### config.mk
export PLATFORM = sky130hd
export DESIGN_NAME = bram_be_rdw
export DESIGN_NICKNAME = d
export VERILOG_FILES = /design/src/rtl/bram_be_pkg.sv /design/src/rtl/bram_lane_array.sv /design/src/rtl/bram_rdw_select.sv /design/src/rtl/bram_out_reg.sv /design/src/rtl/bram_be_rdw.sv
export SDC_FILE = /design/constraint.sdc
export NUM_CORES = 1
export LEC_CHECK = 0
export CAP_MARGIN = 25
export CORE_MARGIN = 4
export CORE_UTILIZATION = 30
export CTS_BUF_LIST = sky130_fd_sc_hd__clkbuf_4 sky130_fd_sc_hd__clkbuf_8 sky130_fd_sc_hd__clkbuf_16
export CTS_CLUSTER_DIAMETER = 120
export DETAILED_ROUTE_END_ITERATION = 8
export PLACE_DENSITY = 0.49
export SLEW_MARGIN = 5
export SYNTH_ARGS = -nofsm -noshare
export SYNTH_HDL_FRONTEND = slang
export SYNTH_HIERARCHICAL = 1
export SYNTH_SLANG_ARGS = --single-unit
### constraint.sdc
create_clock -name clk -period 2 [get_ports clk]
set_clock_uncertainty 0.15 [all_clocks]
set_input_delay 0.6 -clock clk [delete_from_list [all_inputs] [get_ports clk]]
set_output_delay 0.6 -clock clk [all_outputs]
set_load 0.02 [all_outputs]
### src/rtl/bram_be_pkg.sv
package bram_be_pkg;

    typedef enum logic {
        RDW_STORED_FIRST = 1'b0,
        RDW_PASS_THROUGH = 1'b1
    } rdw_mode_e;

    localparam int unsigned LANE_W = 8;

endpackage

### src/rtl/bram_lane_array.sv
module bram_lane_array
    import bram_be_pkg::*;
#(
    parameter int unsigned DATA_W = 32,
    parameter int unsigned ADDR_W = 4
) (
    input  logic                       clk,
    input  logic                       wr_en,
    input  logic [ADDR_W-1:0]          addr,
    input  logic [DATA_W-1:0]          wdata,
    input  logic [DATA_W/LANE_W-1:0]   byte_en,
    output logic [DATA_W-1:0]          stored_word
);
    localparam int unsigned LANES = DATA_W / LANE_W;
    localparam int unsigned DEPTH = 1 << ADDR_W;

    for (genvar ln = 0; ln < LANES; ln++) begin : g_lane
        logic [LANE_W-1:0] cells [DEPTH];

        always_ff @(posedge clk) begin
            if (wr_en && byte_en[ln]) begin
                cells[addr] <= wdata[ln*LANE_W +: LANE_W];
            end
        end

        assign stored_word[ln*LANE_W +: LANE_W] = cells[addr];
    end
endmodule

### src/rtl/bram_rdw_select.sv
module bram_rdw_select
    import bram_be_pkg::*;
#(
    parameter int unsigned DATA_W = 32,
    parameter int unsigned MODE   = 1
) (
    input  logic                       wr_en,
    input  logic [DATA_W-1:0]          wdata,
    input  logic [DATA_W/LANE_W-1:0]   byte_en,
    input  logic [DATA_W-1:0]          stored_word,
    output logic [DATA_W-1:0]          next_word
);
    localparam int unsigned LANES = DATA_W / LANE_W;
    localparam rdw_mode_e   SEL   = (MODE == 1) ? RDW_PASS_THROUGH : RDW_STORED_FIRST;

    if (SEL == RDW_PASS_THROUGH) begin : g_pass
        for (genvar ln = 0; ln < LANES; ln++) begin : g_mix
            always_comb begin
                if (wr_en && byte_en[ln]) begin
                    next_word[ln*LANE_W +: LANE_W] = wdata[ln*LANE_W +: LANE_W];
                end else begin
                    next_word[ln*LANE_W +: LANE_W] = stored_word[ln*LANE_W +: LANE_W];
                end
            end
        end
    end else begin : g_stored
        always_comb begin
            next_word = stored_word;
        end
    end
endmodule

### src/rtl/bram_out_reg.sv
module bram_out_reg #(
    parameter int unsigned DATA_W = 32
) (
    input  logic              clk,
    input  logic              rst_n,
    input  logic              load,
    input  logic [DATA_W-1:0] din,
    output logic [DATA_W-1:0] dout
);
    always_ff @(posedge clk or negedge rst_n) begin
        if (!rst_n) begin
            dout <= '0;
        end else if (load) begin
            dout <= din;
        end
    end
endmodule

### src/rtl/bram_be_rdw.sv
module bram_be_rdw
    import bram_be_pkg::*;
#(
    parameter int unsigned DATA_W = 32,
    parameter int unsigned ADDR_W = 4,
    parameter int unsigned MODE   = 1
) (
    input  logic                     clk,
    input  logic                     rst_n,
    input  logic                     wr_en,
    input  logic                     rd_en,
    input  logic [ADDR_W-1:0]        addr,
    input  logic [DATA_W-1:0]        wdata,
    input  logic [DATA_W/8-1:0]      byte_en,
    output logic [DATA_W-1:0]        rdata
);
    logic [DATA_W-1:0] stored_word;
    logic [DATA_W-1:0] next_word;

    bram_lane_array #(.DATA_W(DATA_W), .ADDR_W(ADDR_W)) u_array (
        .clk         (clk),
        .wr_en       (wr_en),
        .addr        (addr),
        .wdata       (wdata),
        .byte_en     (byte_en),
        .stored_word (stored_word)
    );

    bram_rdw_select #(.DATA_W(DATA_W), .MODE(MODE)) u_sel (
        .wr_en       (wr_en),
        .wdata       (wdata),
        .byte_en     (byte_en),
        .stored_word (stored_word),
        .next_word   (next_word)
    );

    bram_out_reg #(.DATA_W(DATA_W)) u_oreg (
        .clk   (clk),
        .rst_n (rst_n),
        .load  (rd_en),
        .din   (next_word),
        .dout  (rdata)
    );
endmodule

# --- Word level (Yosys, flattened, before mapping) ---
# Memory sizes are Yosys's and may differ from the RTL's. A register that Yosys moved wholly into a read port is not among the register bits.
# Cells that the tools add are included.
totals:
  regBits: 0
  ramBits: 512
  input_bits: 44
  output_inout_bits: 32
  word_cells: 20
  n_memories: 4
memory_table:
  columns: ["memory", "words", "width", "rd", "rd_clocked_by_memory_dff", "wr", "line", "text"]
  rows:
  - ["u_array.g_lane[0].cells", 16, 8, 1, 1, 1, "bram_lane_array.sv:18", "logic [LANE_W-1:0] cells [DEPTH];"]
  - ["u_array.g_lane[1].cells", 16, 8, 1, 1, 1, "bram_lane_array.sv:18", null]
  - ["u_array.g_lane[2].cells", 16, 8, 1, 1, 1, "bram_lane_array.sv:18", null]
  - ["u_array.g_lane[3].cells", 16, 8, 1, 1, 1, "bram_lane_array.sv:18", null]
op_classes:
  muxes: 8
  n_reduce_logical: 8
op_table:
  columns: ["op", "count"]
  rows:
  - ["1-bit two-way mux", 8]
  - ["1-bit logical AND", 4]
  - ["1-bit logical NOT", 4]

# --- Longest topological paths before layout ---
# Gate-level depths: netlist (run 1).
logic_depth:
  word_depth: 3
  mapped_depth: 8
  mapped_depth_nobuf: 5

# --- Modules after synthesis ---
# The synthesis (run 1) kept the hierarchy.
modules_own_cells:
  columns: ["module", "instances", "cells_per_inst", "area_each_um2", "seq_area_each_um2"]
  rows:
  - ["bram_lane_array", 1, 878, 19486.2, 15374.7]
  - ["bram_out_reg", 1, 68, 1345.0, 800.8]
  - ["bram_rdw_select", 1, 36, 385.4, 0.0]

# --- Worst setup path before layout (run 1) ---
# OpenSTA, ideal clock, no wires.
synth_path:
  path_kind: "input -> register"
  start: "input addr[1]"
  end: "memory u_array.g_lane[0].cells[3][0], enable pin"
  setup_time_ns: 0.395
  arrival_ns: 2.094
  required_ns: 1.455
  slack_ns: -0.639
  path_stages: 5
  n_path_buf: 3
  path_cell_list: "buf_2 buf_4 buf_2 nand2_1 nor4_1"
synth_rtl:
  columns: ["item", "line", "text"]
  rows:
  - ["start: declaration", "bram_be_rdw.sv:12", "input logic [ADDR_W-1:0] addr,"]
  - ["end: declaration", "bram_lane_array.sv:18", null]
# No word-level cell before the write port.

==> flow_results.xml, run 1 <==
<?xml version="1.0" encoding="UTF-8"?>
<metrics>
  <group name="status">
    <metric name="run_status" unit="">complete, but fails checks</metric>
    <metric name="failed_checks" unit="">setup timing</metric>
  </group>
  <group name="logic_synthesis">
    <metric name="synth-warning-count" unit="">6</metric>
    <metric name="synth.yosys.seq_area_share" unit="">0.762</metric>
    <metric name="syn_inst" unit="">982</metric>
    <metric name="syn-mean-instance-area" unit="um2">21.6</metric>
    <metric name="synth.net_count" unit="">1026</metric>
    <metric name="yosys_register_bits" unit="">544</metric>
    <metric name="netlist_area" unit="um2">21200</metric>
    <metric name="library_cells_used_by_synthesis" unit="">19</metric>
  </group>
  <group name="timing">
    <metric name="slew_violations" unit="">0</metric>
    <metric name="timing.final.crit_period" unit="ns">2.09</metric>
    <metric name="grt_setup_unrepaired" unit="">true</metric>
    <metric name="setup_violations" unit="">17</metric>
    <metric name="max_slew.worst_pin.slew" unit="ns">0.376</metric>
    <metric name="max_slew_margin" unit="">0.749</metric>
    <metric name="achievable-frequency" unit="MHz">477</metric>
    <metric name="finalSetupTns" unit="ns">-0.526</metric>
    <metric name="post-route-period-util" unit="">1.05</metric>
    <metric name="setup_ws" unit="ns">-0.0947</metric>
    <metric name="final-hold-violation-count" unit="">0</metric>
  </group>
  <group name="routing">
    <metric name="drt_first_iter_violations" unit="">653</metric>
    <metric name="route.top_layer_used" unit="">met4</metric>
    <metric name="drtPass1Iterations" unit="">5</metric>
    <metric name="drt-vias-per-instance" unit="">4.69</metric>
    <metric name="final_antenna_net_count" unit="">0</metric>
    <metric name="drc" unit="">0</metric>
    <metric name="wl_per_cell" unit="um">23.4</metric>
    <metric name="met2RoutedLength" unit="um">26300</metric>
    <metric name="detailed_route_wire_length_on_metal_1" unit="um">23700</metric>
    <metric name="total_length_of_routed_wires" unit="um">52800</metric>
    <metric name="vias" unit="">10605</metric>
    <metric name="detailed_route_wirelength_on_metal3" unit="um">1890</metric>
  </group>
  <group name="setup_path">
    <metric name="critical_path.n_buffers_inverters" unit="">4</metric>
    <metric name="slowest_delay" unit="ns">0.50</metric>
    <metric name="critical_path.cell_chain" unit="">buf_16 -&gt; buf_12 -&gt; buf_12 -&gt; buf_4 -&gt; mux4_2 -&gt; a22oi_2 -&gt; nand2_1 -&gt; mux2_2 -&gt; mux2_4</metric>
    <metric name="rr_worst_depth" unit="">5</metric>
    <metric name="critPathLaunch" unit="">addr[0]</metric>
    <metric name="crit-reg2reg-launch" unit="">u_array/g_lane[0].cells[2][2]$_DFFE_PP_</metric>
    <metric name="critical_path_peak_fanout" unit="">8</metric>
    <metric name="worst_setup_path_end_kind" unit="">flop</metric>
    <metric name="critical_path_class" unit="">in2reg</metric>
    <metric name="cp_slowest_cell" unit="">mux4_2</metric>
    <metric name="worstSetupPathDepth" unit="">9</metric>
    <metric name="setup.worst_path.start_class" unit="">primary input</metric>
    <metric name="critical_path_required" unit="ns">2.33</metric>
    <metric name="path_common_cell" unit="">buf_12</metric>
    <metric name="worst_path_dominant_cell_family" unit="">multiplexers</metric>
    <metric name="data_arrival_time_at_the_worst_slack_endpoint" unit="ns">2.43</metric>
  </group>
  <group name="pwr">
    <metric name="swShare" unit="">0.216</metric>
    <metric name="netSwitchingPower" unit="W">0.00557</metric>
    <metric name="power.internal" unit="W">0.0202</metric>
    <metric name="power.leakage" unit="nW">9.47</metric>
    <metric name="power.share.sequential" unit="">0.496</metric>
    <metric name="ir_drop" unit="mV">0.762</metric>
    <metric name="share_comb_of_total_power" unit="">0.087</metric>
    <metric name="p_total" unit="W">0.0258</metric>
    <metric name="p_per_area" unit="nW/um2">906</metric>
    <metric name="clock_power_share" unit="">0.416</metric>
  </group>
  <group name="floorplanning">
    <metric name="top_level_ports" unit="">76</metric>
    <metric name="initial_utilization" unit="">0.303</metric>
    <metric name="placeableCoreArea" unit="um2">70000</metric>
    <metric name="floorplan.rows" unit="">97</metric>
    <metric name="floorplan.die.height" unit="um">274</metric>
    <metric name="floorplan.die_area" unit="um2">75000</metric>
    <metric name="chipWidth" unit="um">274</metric>
  </group>
  <group name="finish">
    <metric name="syn_to_final_growth" unit="%">34.2</metric>
    <metric name="fraction_of_final_layout_cells_with_drive_strength_greater_than_1" unit="">0.516</metric>
    <metric name="layout.cells.most_common" unit="">edfxtp_1</metric>
    <metric name="most-common-layout-cells" unit="">edfxtp_1, mux4_2, buf_12, buf_4, nor2_4</metric>
    <metric name="final_net_count" unit="">1314</metric>
    <metric name="fillerInstances" unit="">6260</metric>
    <metric name="insertedDiodeCount" unit="">0</metric>
  </group>
  <group name="grt">
    <metric name="grt_max_degree" unit="">33</metric>
    <metric name="track_usage" unit="">0.142</metric>
    <metric name="grt_first_pass_wirelength" unit="um">77800</metric>
    <metric name="grt_remaining_overflow" unit="">0</metric>
    <metric name="grt_antenna_before_repair" unit="">0</metric>
    <metric name="via_count_of_the_first_global_routing_pass" unit="">11297</metric>
  </group>
  <group name="clocking">
    <metric name="clkSlewWorstSetupHoldPaths" unit="ns">0.06</metric>
    <metric name="tritoncts_clock_tree" unit="">done</metric>
    <metric name="numClockSinks" unit="">544</metric>
    <metric name="cts_max_level" unit="">2</metric>
    <metric name="cts_made_buffers" unit="">57</metric>
    <metric name="clock_latency_reported_for_the_late_side_of_the_worst_skew_pair" unit="ns">0.61</metric>
    <metric name="cts.root.buffer_cell" unit="">clkbuf_16</metric>
    <metric name="ctsLongestPathBuffers" unit="">3</metric>
  </group>
  <group name="placement">
    <metric name="gp_congestion" unit="">0.743</metric>
    <metric name="place.port_buffers" unit="">75</metric>
    <metric name="hpwl" unit="um">33700</metric>
  </group>
  <group name="hold_path">
    <metric name="hp-class" unit="">in2async</metric>
  </group>
  <group name="flow_run">
    <metric name="maxCapViolations" unit="">0</metric>
  </group>
</metrics>
[logic make-up (layout without fill, tap and decap cells)]
kind of cell,count (synthesis),after routing,share of synthesized area
AOI/OAI and AO/OA,64,64,0.0226
DFF,544,544,0.762
buffers and inverters,55,392,0.0156
muxes,192,192,0.175
and+or+nand+nor,127,127,0.0242
[stage by stage]
step	cell area, um2	setup slack, ns	hold WS (ns)	cells	util
floorplan	21900	-0.457	0.154	982	-
global placement	26000	-0.961	0.353	2122	0.371
detailed placement	26000	-0.943	0.343	2122	0.371
CTS	28300	-0.0349	0.332	2248	0.404
global route	28500	-0.102	0.350	2259	0.407
finish	28500	-0.0947	0.358	2259	0.407
[power by group through the flow]
stage | Combinational, W | Clock, W | Sequential, W
floorplan | 0.000996 | 0 | 0.0131
detailed placement | 0.00219 | 0 | 0.0130
finish | 0.00225 | 0.0107 | 0.0128
CTS | 0.00223 | 0.0110 | 0.0128
global placement | 0.00218 | 0 | 0.0130
global route | 0.00240 | 0.0115 | 0.0128
[flip-flops by register name (all words and copies together) (netlist names)]
signal,flops
u_array/g_lane.cells,512
u_oreg/dout,32
[area by class of cell]
type	count	area (um2)	share of cell area
Clock buffer	74	1600	0.0561
Clock inverter	34	344	0.0121
Multi-Input combinational cell	383	5620	0.197
Sequential cell	544	16200	0.568
Tap cell	940	1180	0.0413
Timing Repair Buffer	284	3570	0.125
[final timing paths]
kind | endpoint | slack (ns)
min in group clk | u_oreg/dout[31]$_DFFE_PN0P_ | 0.36
max in group asynchronous | u_oreg/dout[30]$_DFFE_PN0P_ | 1.06
max | u_oreg/dout[2]$_DFFE_PN0P_ | -0.09
min | u_oreg/dout[10]$_DFFE_PN0P_ | 0.36
min reg2reg | u_oreg/dout[31]$_DFFE_PN0P_ | 0.36
max reg2reg | u_oreg/dout[2]$_DFFE_PN0P_ | 0.02
[worst reg2reg max path: stages (launching register included)]
cell	delay (ns)
edfxtp_1	0.37
mux4_2	0.50
a22oi_2	0.22
nand2_1	0.11
mux2_2	0.27
mux2_4	0.26
[metal layers]
| layer | global-route usage | vias to the layer above |
|---|---|---|
| li1 | - | 4675 |
| met1 | 0.193 | 5661 |
| met2 | 0.243 | 199 |
| met3 | 0.0194 | 70 |
| met4 | 0.0317 | 0 |
| met5 | 0 | - |
[timing repair]
item / CTS / global route
gates resized for setup: 192 / 40
hold buffers: 1 / 0
endpoints found under the setup margin: 544 / 154
pin swaps: 27 / 26
setup buffers: 14 / 12
hold endpoints to repair: 32 / 0
cloned: 3 / 0
[cells in the mapped netlist]
cell type / count / area [um2]
buf_6: 7 / 78.8
a22oi_1: 64 / 480
clkbuf_1: 23 / 86.3
nand2_2: 4 / 25.0
buf_2: 16 / 80.1
nor2b_1: 4 / 25.0
and2_1: 1 / 6.26
dfrtp_1: 32 / 801
nand2_1: 49 / 184
buf_1: 5 / 18.8
buf_12: 3 / 60.1
buf_4: 1 / 7.51
nand3_1: 3 / 15.0
mux2_4: 30 / 450
mux2_2: 34 / 383
nor2_1: 62 / 233
mux4_2: 128 / 2880
nor4_1: 4 / 25.0
edfxtp_1: 512 / 15400
Note: power is estimated with default switching activity, not from simulation.
==> run 2, diff against run 1 <==
--- a/config.mk
+++ b/config.mk
@@ -10,5 +10,5 @@
 export CORE_UTILIZATION = 30
 export CTS_BUF_LIST = sky130_fd_sc_hd__clkbuf_4 sky130_fd_sc_hd__clkbuf_8 sky130_fd_sc_hd__clkbuf_16
-export CTS_CLUSTER_DIAMETER = 120
+export CTS_CLUSTER_DIAMETER = 30
 export DETAILED_ROUTE_END_ITERATION = 8
 export PLACE_DENSITY = 0.49
==> constraint.sdc (replaced) <==
create_clock -name clk -period 2 [get_ports clk]
set_clock_uncertainty 0.15 [all_clocks]
set_input_delay 0.5 -clock clk [delete_from_list [all_inputs] [get_ports clk]]
set_output_delay 0.5 -clock clk [all_outputs]
set_load 0.02 [all_outputs]
==> run 2 against run 1 <==
Effect of this change:
- the flow still finishes with violations (setup timing)
- first-iteration DRC count decreased by 8.1%
- power increased by 32%
- design area rose by 7.3%
- non-clock buffer count grew 1
- maximum frequency rose by 3.1%
- worst hold slack lost 0.14 ns
- sequential power hardly changed
- combinational power about the same
- final cell count grew 4.6%
- critical path depth decreased by 3
- clock-buffer cell count is 52 higher
- wire length about the same
- critical endpoint is now u_oreg/dout[27]$_DFFE_PN0P_
- largest cell class unchanged
- highest routed layer unchanged
==> flow_results.xml, run 2 (synthesized netlist as in run 1, its figures left out) <==
<?xml version="1.0" encoding="UTF-8"?>
<metrics>
  <group name="status">
    <metric name="run_status" unit="">complete, but fails checks</metric>
    <metric name="failed_checks" unit="">setup timing</metric>
  </group>
  <group name="finish">
    <metric name="syn_to_final_growth" unit="%">44.0</metric>
    <metric name="final_core_util" unit="">0.436</metric>
    <metric name="most-common-layout-cells" unit="">edfxtp_1, mux4_2, clkbuf_16, buf_4, buf_12</metric>
    <metric name="insertedDiodeCount" unit="">0</metric>
    <metric name="layout.cells.most_common" unit="">edfxtp_1</metric>
    <metric name="largest_registers" unit="">u_array/g_lane.cells x512, u_oreg/dout x32</metric>
    <metric name="final_net_count" unit="">1371</metric>
    <metric name="fraction_of_final_layout_cells_with_drive_strength_greater_than_1" unit="">0.541</metric>
    <metric name="fillerInstances" unit="">6051</metric>
    <metric name="footprint_of_the_flip_flops_and_latches" unit="um2">16200</metric>
    <metric name="multi_input_comb_area" unit="um2">5560</metric>
    <metric name="largest_register_ffs" unit="">512</metric>
    <metric name="regMostFlops" unit="">u_array/g_lane.cells</metric>
  </group>
  <group name="setup_path">
    <metric name="cp_slowest_cell" unit="">mux4_2</metric>
    <metric name="path_common_cell" unit="">mux2_4</metric>
    <metric name="critical_path_class" unit="">reg2reg</metric>
    <metric name="setup.worst_path.start_class" unit="">flop</metric>
    <metric name="critical_path.cell_chain" unit="">mux4_2 -&gt; a22oi_2 -&gt; buf_4 -&gt; nand2_2 -&gt; mux2_4 -&gt; mux2_4</metric>
    <metric name="slowest_delay" unit="ns">0.48</metric>
    <metric name="rr_worst_depth" unit="">6</metric>
    <metric name="crit-reg2reg-launch" unit="">u_array/g_lane[3].cells[2][3]$_DFFE_PP_</metric>
    <metric name="data_arrival_time_at_the_worst_slack_endpoint" unit="ns">2.39</metric>
    <metric name="worst_path_dominant_cell_family" unit="">multiplexers</metric>
    <metric name="critical_path_required" unit="ns">2.36</metric>
    <metric name="critical_path.n_buffers_inverters" unit="">1</metric>
    <metric name="worst_r2r_endpoint" unit="">u_oreg/dout[27]$_DFFE_PN0P_</metric>
    <metric name="critical_path_peak_fanout" unit="">1</metric>
    <metric name="setup.reg_to_reg.worst_slack" unit="ns">-0.03</metric>
    <metric name="worst_setup_path_end_kind" unit="">flop</metric>
  </group>
  <group name="timing">
    <metric name="timing.final.crit_period" unit="ns">2.03</metric>
    <metric name="max_slew.worst_pin.slew" unit="ns">0.374</metric>
    <metric name="final-hold-violation-count" unit="">0</metric>
    <metric name="achievable-frequency" unit="MHz">492</metric>
    <metric name="max_slew_margin" unit="">0.751</metric>
    <metric name="setup_ws" unit="ns">-0.0318</metric>
    <metric name="setup_violations" unit="">3</metric>
    <metric name="post-route-period-util" unit="">1.02</metric>
    <metric name="slew_violations" unit="">0</metric>
    <metric name="finalSetupTns" unit="ns">-0.0655</metric>
    <metric name="grt_setup_unrepaired" unit="">true</metric>
  </group>
  <group name="pwr">
    <metric name="power.share.sequential" unit="">0.377</metric>
    <metric name="p_per_area" unit="nW/um2">1120</metric>
    <metric name="power.internal" unit="W">0.0268</metric>
    <metric name="swShare" unit="">0.213</metric>
    <metric name="power.leakage" unit="nW">10.4</metric>
    <metric name="ir_drop" unit="mV">0.613</metric>
    <metric name="netSwitchingPower" unit="W">0.00726</metric>
    <metric name="share_comb_of_total_power" unit="">0.066</metric>
    <metric name="p_total" unit="W">0.0341</metric>
    <metric name="clock_power_share" unit="">0.557</metric>
  </group>
  <group name="placement">
    <metric name="post_place_worst_slack" unit="ns">-0.815</metric>
    <metric name="gp_congestion" unit="">0.729</metric>
    <metric name="place.port_buffers" unit="">75</metric>
    <metric name="hpwl" unit="um">33200</metric>
  </group>
  <group name="clocking">
    <metric name="ctsLongestPathBuffers" unit="">3</metric>
    <metric name="cts.root.buffer_cell" unit="">clkbuf_16</metric>
    <metric name="tritoncts_clock_tree" unit="">done</metric>
    <metric name="clock_latency_reported_for_the_late_side_of_the_worst_skew_pair" unit="ns">0.64</metric>
    <metric name="numClockSinks" unit="">544</metric>
    <metric name="clkSlewWorstSetupHoldPaths" unit="ns">0.05</metric>
    <metric name="cts_made_buffers" unit="">113</metric>
    <metric name="cts_max_level" unit="">3</metric>
  </group>
  <group name="routing">
    <metric name="drc" unit="">0</metric>
    <metric name="final_antenna_net_count" unit="">0</metric>
    <metric name="total_length_of_routed_wires" unit="um">52800</metric>
    <metric name="drt_first_iter_violations" unit="">600</metric>
    <metric name="wl_per_cell" unit="um">22.3</metric>
    <metric name="vias" unit="">11006</metric>
    <metric name="drt-vias-per-instance" unit="">4.66</metric>
    <metric name="drtPass1Iterations" unit="">4</metric>
  </group>
  <group name="grt">
    <metric name="grt_remaining_overflow" unit="">0</metric>
    <metric name="grt_max_degree" unit="">33</metric>
    <metric name="grt_antenna_before_repair" unit="">0</metric>
    <metric name="via_count_of_the_first_global_routing_pass" unit="">12092</metric>
    <metric name="track_usage" unit="">0.142</metric>
    <metric name="grt_first_pass_wirelength" unit="um">78900</metric>
  </group>
  <group name="floorplanning">
    <metric name="top_level_ports" unit="">76</metric>
    <metric name="chipWidth" unit="um">274</metric>
    <metric name="floorplan.die_area" unit="um2">75000</metric>
    <metric name="placeableCoreArea" unit="um2">70000</metric>
    <metric name="initial_utilization" unit="">0.303</metric>
    <metric name="floorplan.die.height" unit="um">274</metric>
    <metric name="floorplan.rows" unit="">97</metric>
  </group>
  <group name="flow_run">
    <metric name="maxCapViolations" unit="">0</metric>
  </group>
  <group name="hold_path">
    <metric name="hp-class" unit="">in2async</metric>
  </group>
</metrics>
run 2: cell count changes in the layout (fill, tap and decap cells not counted), moves of 6 or more:
cell / before / now
clkinv_1: 9 / 18
clkbuf_16: 58 / 115
clkinvlp_4: 1 / 12
inv_6: 2 / 9
clkdlybuf4s15_2: 0 / 15
buf_2: 32 / 9
nor2_2: 0 / 6
bufinv_16: 6 / 18
a22oi_2: 53 / 44
nor2_4: 62 / 56
buf_4: 93 / 103
clkinv_4: 0 / 11
a22oi_1: 11 / 20
run 2: worst max-delay path by stage:
| stage | from | to | depth (start not counted) |
|---|---|---|---|
| after floorplan | addr[0] | u_oreg/dout[29]$_DFFE_PN0P_ | 8 |
| after global placement | addr[0] | u_oreg/dout[31]$_DFFE_PN0P_ | 8 |
| after detailed placement | addr[0] | u_oreg/dout[31]$_DFFE_PN0P_ | 8 |
| after CTS | u_array/g_lane[3].cells[3][1]$_DFFE_PP_ | u_oreg/dout[25]$_DFFE_PN0P_ | 6 |
| after global routing | u_array/g_lane[2].cells[3][6]$_DFFE_PP_ | u_oreg/dout[22]$_DFFE_PN0P_ | 6 |
| final | u_array/g_lane[3].cells[2][3]$_DFFE_PP_ | u_oreg/dout[27]$_DFFE_PN0P_ | 6 |
run 2: cell type report:
type | count | area share
clock buffer | 126 | 0.0974
timing repair buffer | 285 | 0.120
multi-input combinational | 383 | 0.182
tap | 940 | 0.0385
clock inverter | 86 | 0.0326
sequential | 544 | 0.530
run 2: per-layer routing:
| layer | GRT usage | part of all wire |
|---|---|---|
| met1 | 0.196 | 0.45 |
| met2 | 0.227 | 0.49 |
| met3 | 0.0348 | 0.046 |
| met4 | 0.0356 | 0.018 |
| met5 | 0 | 0 |
run 2: timing repair:
action | 4_1_cts | 5_1_grt
resized for setup | 140 | 43
setup endpoints to repair | 61 | 155
hold buffers | 1 | 0
cloned | 2 | 1
pin swaps | 13 | 21
buffers inserted | 0 | 21
endpoints found under the hold margin | 32 | 0
run 2: stage by stage:
stage               std cells  hold WS (ns)  area [um2]
floorplan                 982        0.0544       21900
global placement         2127         0.349       26000
detailed placement       2127         0.345       26000
CTS                      2342         0.212       30200
global route             2364         0.221       30500
finish                   2364         0.222       30500
run 2: worst reg2reg max path, stage by stage, from the launching register on:
cell      delay (ns)
edfxtp_1        0.36
mux4_2          0.48
a22oi_2         0.17
buf_4           0.16
nand2_2         0.07
mux2_4          0.26
mux2_4          0.25
run 2: power by group through the flow:
stage,clock network (W),logic [W],registers (W)
global route,0.0200,0.00242,0.0129
floorplan,0,0.000982,0.0131
finish,0.0190,0.00226,0.0128
global placement,0,0.00219,0.0130
CTS,0.0194,0.00224,0.0128
detailed placement,0,0.00220,0.0130
==> run 3, diff against run 2 <==
- SETUP_SLACK_MARGIN: not set -> 0.1
==> run 3 against run 2 <==
Effect of this change:
- the flow now finishes without violations
- power is 2.7% higher
- design area is essentially flat
- maximum frequency increased by 2.5%
- via count decreased by 0.55%
- critical path type unchanged
==> flow_results.xml, run 3 (synthesized netlist as in run 1, its figures left out) <==
<?xml version="1.0" encoding="UTF-8"?>
<metrics>
  <group name="finish">
    <metric name="most-common-layout-cells" unit="">edfxtp_1, mux4_2, clkbuf_16, buf_4, buf_12</metric>
    <metric name="fraction_of_final_layout_cells_with_drive_strength_greater_than_1" unit="">0.542</metric>
    <metric name="layout.cells.most_common" unit="">edfxtp_1</metric>
    <metric name="footprint_of_the_flip_flops_and_latches" unit="um2">16200</metric>
    <metric name="finish.instance_area" unit="um2">30600</metric>
    <metric name="largest_registers" unit="">u_array/g_lane.cells x512, u_oreg/dout x32</metric>
    <metric name="syn_to_final_growth" unit="%">44.1</metric>
    <metric name="multi_input_comb_area" unit="um2">5580</metric>
    <metric name="regMostFlops" unit="">u_array/g_lane.cells</metric>
    <metric name="largest_register_ffs" unit="">512</metric>
    <metric name="final_net_count" unit="">1362</metric>
    <metric name="insertedDiodeCount" unit="">0</metric>
    <metric name="fillerInstances" unit="">6003</metric>
    <metric name="final_core_util" unit="">0.437</metric>
  </group>
  <group name="grt">
    <metric name="grt_antenna_before_repair" unit="">0</metric>
    <metric name="grt_first_pass_wirelength" unit="um">79800</metric>
    <metric name="grt_max_degree" unit="">33</metric>
    <metric name="grt_remaining_overflow" unit="">0</metric>
    <metric name="via_count_of_the_first_global_routing_pass" unit="">11998</metric>
    <metric name="track_usage" unit="">0.145</metric>
  </group>
  <group name="hold_path">
    <metric name="hp-class" unit="">in2async</metric>
  </group>
  <group name="setup_path">
    <metric name="critical_path.cell_chain" unit="">mux4_2 -&gt; a22oi_2 -&gt; nand2_2 -&gt; mux2_4 -&gt; mux2_4</metric>
    <metric name="path_common_cell" unit="">mux2_4</metric>
    <metric name="setup.worst_path.start_class" unit="">flop</metric>
    <metric name="critical_path_peak_fanout" unit="">1</metric>
    <metric name="critical_path_required" unit="ns">2.35</metric>
    <metric name="worst_path_dominant_cell_family" unit="">multiplexers</metric>
    <metric name="slowest_delay" unit="ns">0.49</metric>
    <metric name="cp_slowest_cell" unit="">mux4_2</metric>
    <metric name="critical_path_class" unit="">reg2reg</metric>
    <metric name="critical_path.n_buffers_inverters" unit="">0</metric>
    <metric name="worst_setup_path_end_kind" unit="">flop</metric>
    <metric name="data_arrival_time_at_the_worst_slack_endpoint" unit="ns">2.33</metric>
  </group>
  <group name="clocking">
    <metric name="cts.root.buffer_cell" unit="">clkbuf_16</metric>
    <metric name="clkSlewWorstSetupHoldPaths" unit="ns">0.05</metric>
    <metric name="cts_max_level" unit="">3</metric>
    <metric name="ctsLongestPathBuffers" unit="">3</metric>
    <metric name="tritoncts_clock_tree" unit="">done</metric>
    <metric name="clock_latency_reported_for_the_late_side_of_the_worst_skew_pair" unit="ns">0.64</metric>
    <metric name="numClockSinks" unit="">544</metric>
    <metric name="cts_made_buffers" unit="">115</metric>
  </group>
  <group name="placement">
    <metric name="place.port_buffers" unit="">75</metric>
    <metric name="placedInstanceArea" unit="um2">26000</metric>
    <metric name="gp_congestion" unit="">0.752</metric>
    <metric name="post_place_worst_slack" unit="ns">-0.879</metric>
    <metric name="hpwl" unit="um">33600</metric>
  </group>
  <group name="pwr">
    <metric name="power.leakage" unit="nW">10.5</metric>
    <metric name="clock_power_share" unit="">0.569</metric>
    <metric name="ir_drop" unit="mV">0.610</metric>
    <metric name="power.share.sequential" unit="">0.367</metric>
    <metric name="p_total" unit="W">0.0350</metric>
    <metric name="netSwitchingPower" unit="W">0.00740</metric>
    <metric name="swShare" unit="">0.211</metric>
    <metric name="power.internal" unit="W">0.0276</metric>
    <metric name="p_per_area" unit="nW/um2">1150</metric>
    <metric name="share_comb_of_total_power" unit="">0.065</metric>
  </group>
  <group name="timing">
    <metric name="worst_hold_slack" unit="ns">0.230</metric>
    <metric name="max_slew_margin" unit="">0.744</metric>
    <metric name="max_slew.worst_pin.slew" unit="ns">0.384</metric>
    <metric name="final-hold-violation-count" unit="">0</metric>
    <metric name="achievable-frequency" unit="MHz">504</metric>
    <metric name="post-route-period-util" unit="">0.991</metric>
    <metric name="setup_violations" unit="">0</metric>
    <metric name="timing.final.crit_period" unit="ns">1.98</metric>
    <metric name="setup_ws" unit="ns">0.0172</metric>
    <metric name="grt_setup_unrepaired" unit="">true</metric>
    <metric name="slew_violations" unit="">0</metric>
  </group>
  <group name="floorplanning">
    <metric name="initial_utilization" unit="">0.303</metric>
    <metric name="floorplan.die.height" unit="um">274</metric>
    <metric name="placeableCoreArea" unit="um2">70000</metric>
    <metric name="floorplan.rows" unit="">97</metric>
    <metric name="chipWidth" unit="um">274</metric>
    <metric name="floorplan.die_area" unit="um2">75000</metric>
    <metric name="top_level_ports" unit="">76</metric>
  </group>
  <group name="status">
    <metric name="run_status" unit="">finished, final reports clean</metric>
  </group>
  <group name="routing">
    <metric name="vias" unit="">10946</metric>
    <metric name="drtPass1Iterations" unit="">4</metric>
    <metric name="drc" unit="">0</metric>
    <metric name="total_length_of_routed_wires" unit="um">53800</metric>
    <metric name="drt-vias-per-instance" unit="">4.64</metric>
    <metric name="wl_per_cell" unit="um">22.8</metric>
    <metric name="final_antenna_net_count" unit="">0</metric>
    <metric name="drt_first_iter_violations" unit="">655</metric>
  </group>
  <group name="flow_run">
    <metric name="maxCapViolations" unit="">0</metric>
  </group>
</metrics>
==> run 3: cell types whose count changed in the layout (fill, tap and decap cells not counted), moves of 6 or more <==
cell | before | now
buf_2 | 9 | 20
buf_6 | 4 | 13
clkbuf_2 | 6 | 0
clkdlybuf4s15_2 | 15 | 0
clkinv_1 | 18 | 7
mux2_2 | 23 | 17
mux2_4 | 41 | 47
nor2_2 | 6 | 0
nor2_4 | 56 | 62
==> run 3: layout make-up <==
class                      count  area share
clock buffer                 137       0.102
sequential                   544       0.529
timing repair buffer         274       0.113
multi-input combinational    383       0.182
tap                          940      0.0385
clock inverter                81      0.0345
==> run 3: worst paths after layout <==
path | startpoint | depth (start not counted) | end | slack (ns)
setup reg to reg | u_array/g_lane[3].cells[2][5]$_DFFE_PP_ | 5 | u_oreg/dout[29]$_DFFE_PN0P_ | 0.02
hold reg to reg | u_oreg/dout[12]$_DFFE_PN0P_ | 1 | u_oreg/dout[12]$_DFFE_PN0P_ | 0.36
max in group asynchronous | rst_n | 3 | u_oreg/dout[29]$_DFFE_PN0P_ | 1.16
hold / removal | rst_n | 3 | u_oreg/dout[13]$_DFFE_PN0P_ | 0.23
min in group clk | rd_en | 3 | u_oreg/dout[30]$_DFFE_PN0P_ | 0.30
setup / recovery | u_array/g_lane[3].cells[2][5]$_DFFE_PP_ | 5 | u_oreg/dout[29]$_DFFE_PN0P_ | 0.02
==> run 3: worst min-delay path: stages <==
cell	delay [ns]
dlygate4sd3_1	0.52
buf_2	0.12
buf_12	0.27
==> run 3: routing by layer <==
metal / vias up / GRT usage / share of wire
li1: 4816 / - / -
met4: 0 / 0.0447 / 0.017
met1: 5772 / 0.198 / 0.45
met5: - / 0 / 0
met2: 287 / 0.237 / 0.49
met3: 71 / 0.0289 / 0.047
==> run 3: repair_timing <==
item                                    CTS  global route
endpoints found under the setup margin  515           180
hold buffers                              1             0
gates cloned                              1             0
setup buffers                             8             8
pin swaps                                39            10
hold endpoints to repair                 32             0
resized for setup                       201            22
==> run 3: through the flow <==
| step | setup TNS (ns) | std cells |
|---|---|---|
| final | 0 | 2359 |
| after floorplan | -16.05 | 982 |
| after detailed placement | -363.65 | 2123 |
| after global placement | -355.87 | 2123 |
| after global routing | -0.322 | 2359 |
| after CTS | -0.0264 | 2351 |
==> run 3: power groups by stage <==
stage	combinational [W]	clock (W)	sequential [W]
floorplan	0.000996	0	0.0131
global placement	0.00218	0	0.0130
detailed placement	0.00220	0	0.0130
CTS	0.00226	0.0203	0.0128
global route	0.00241	0.0210	0.0129
finish	0.00226	0.0199	0.0128
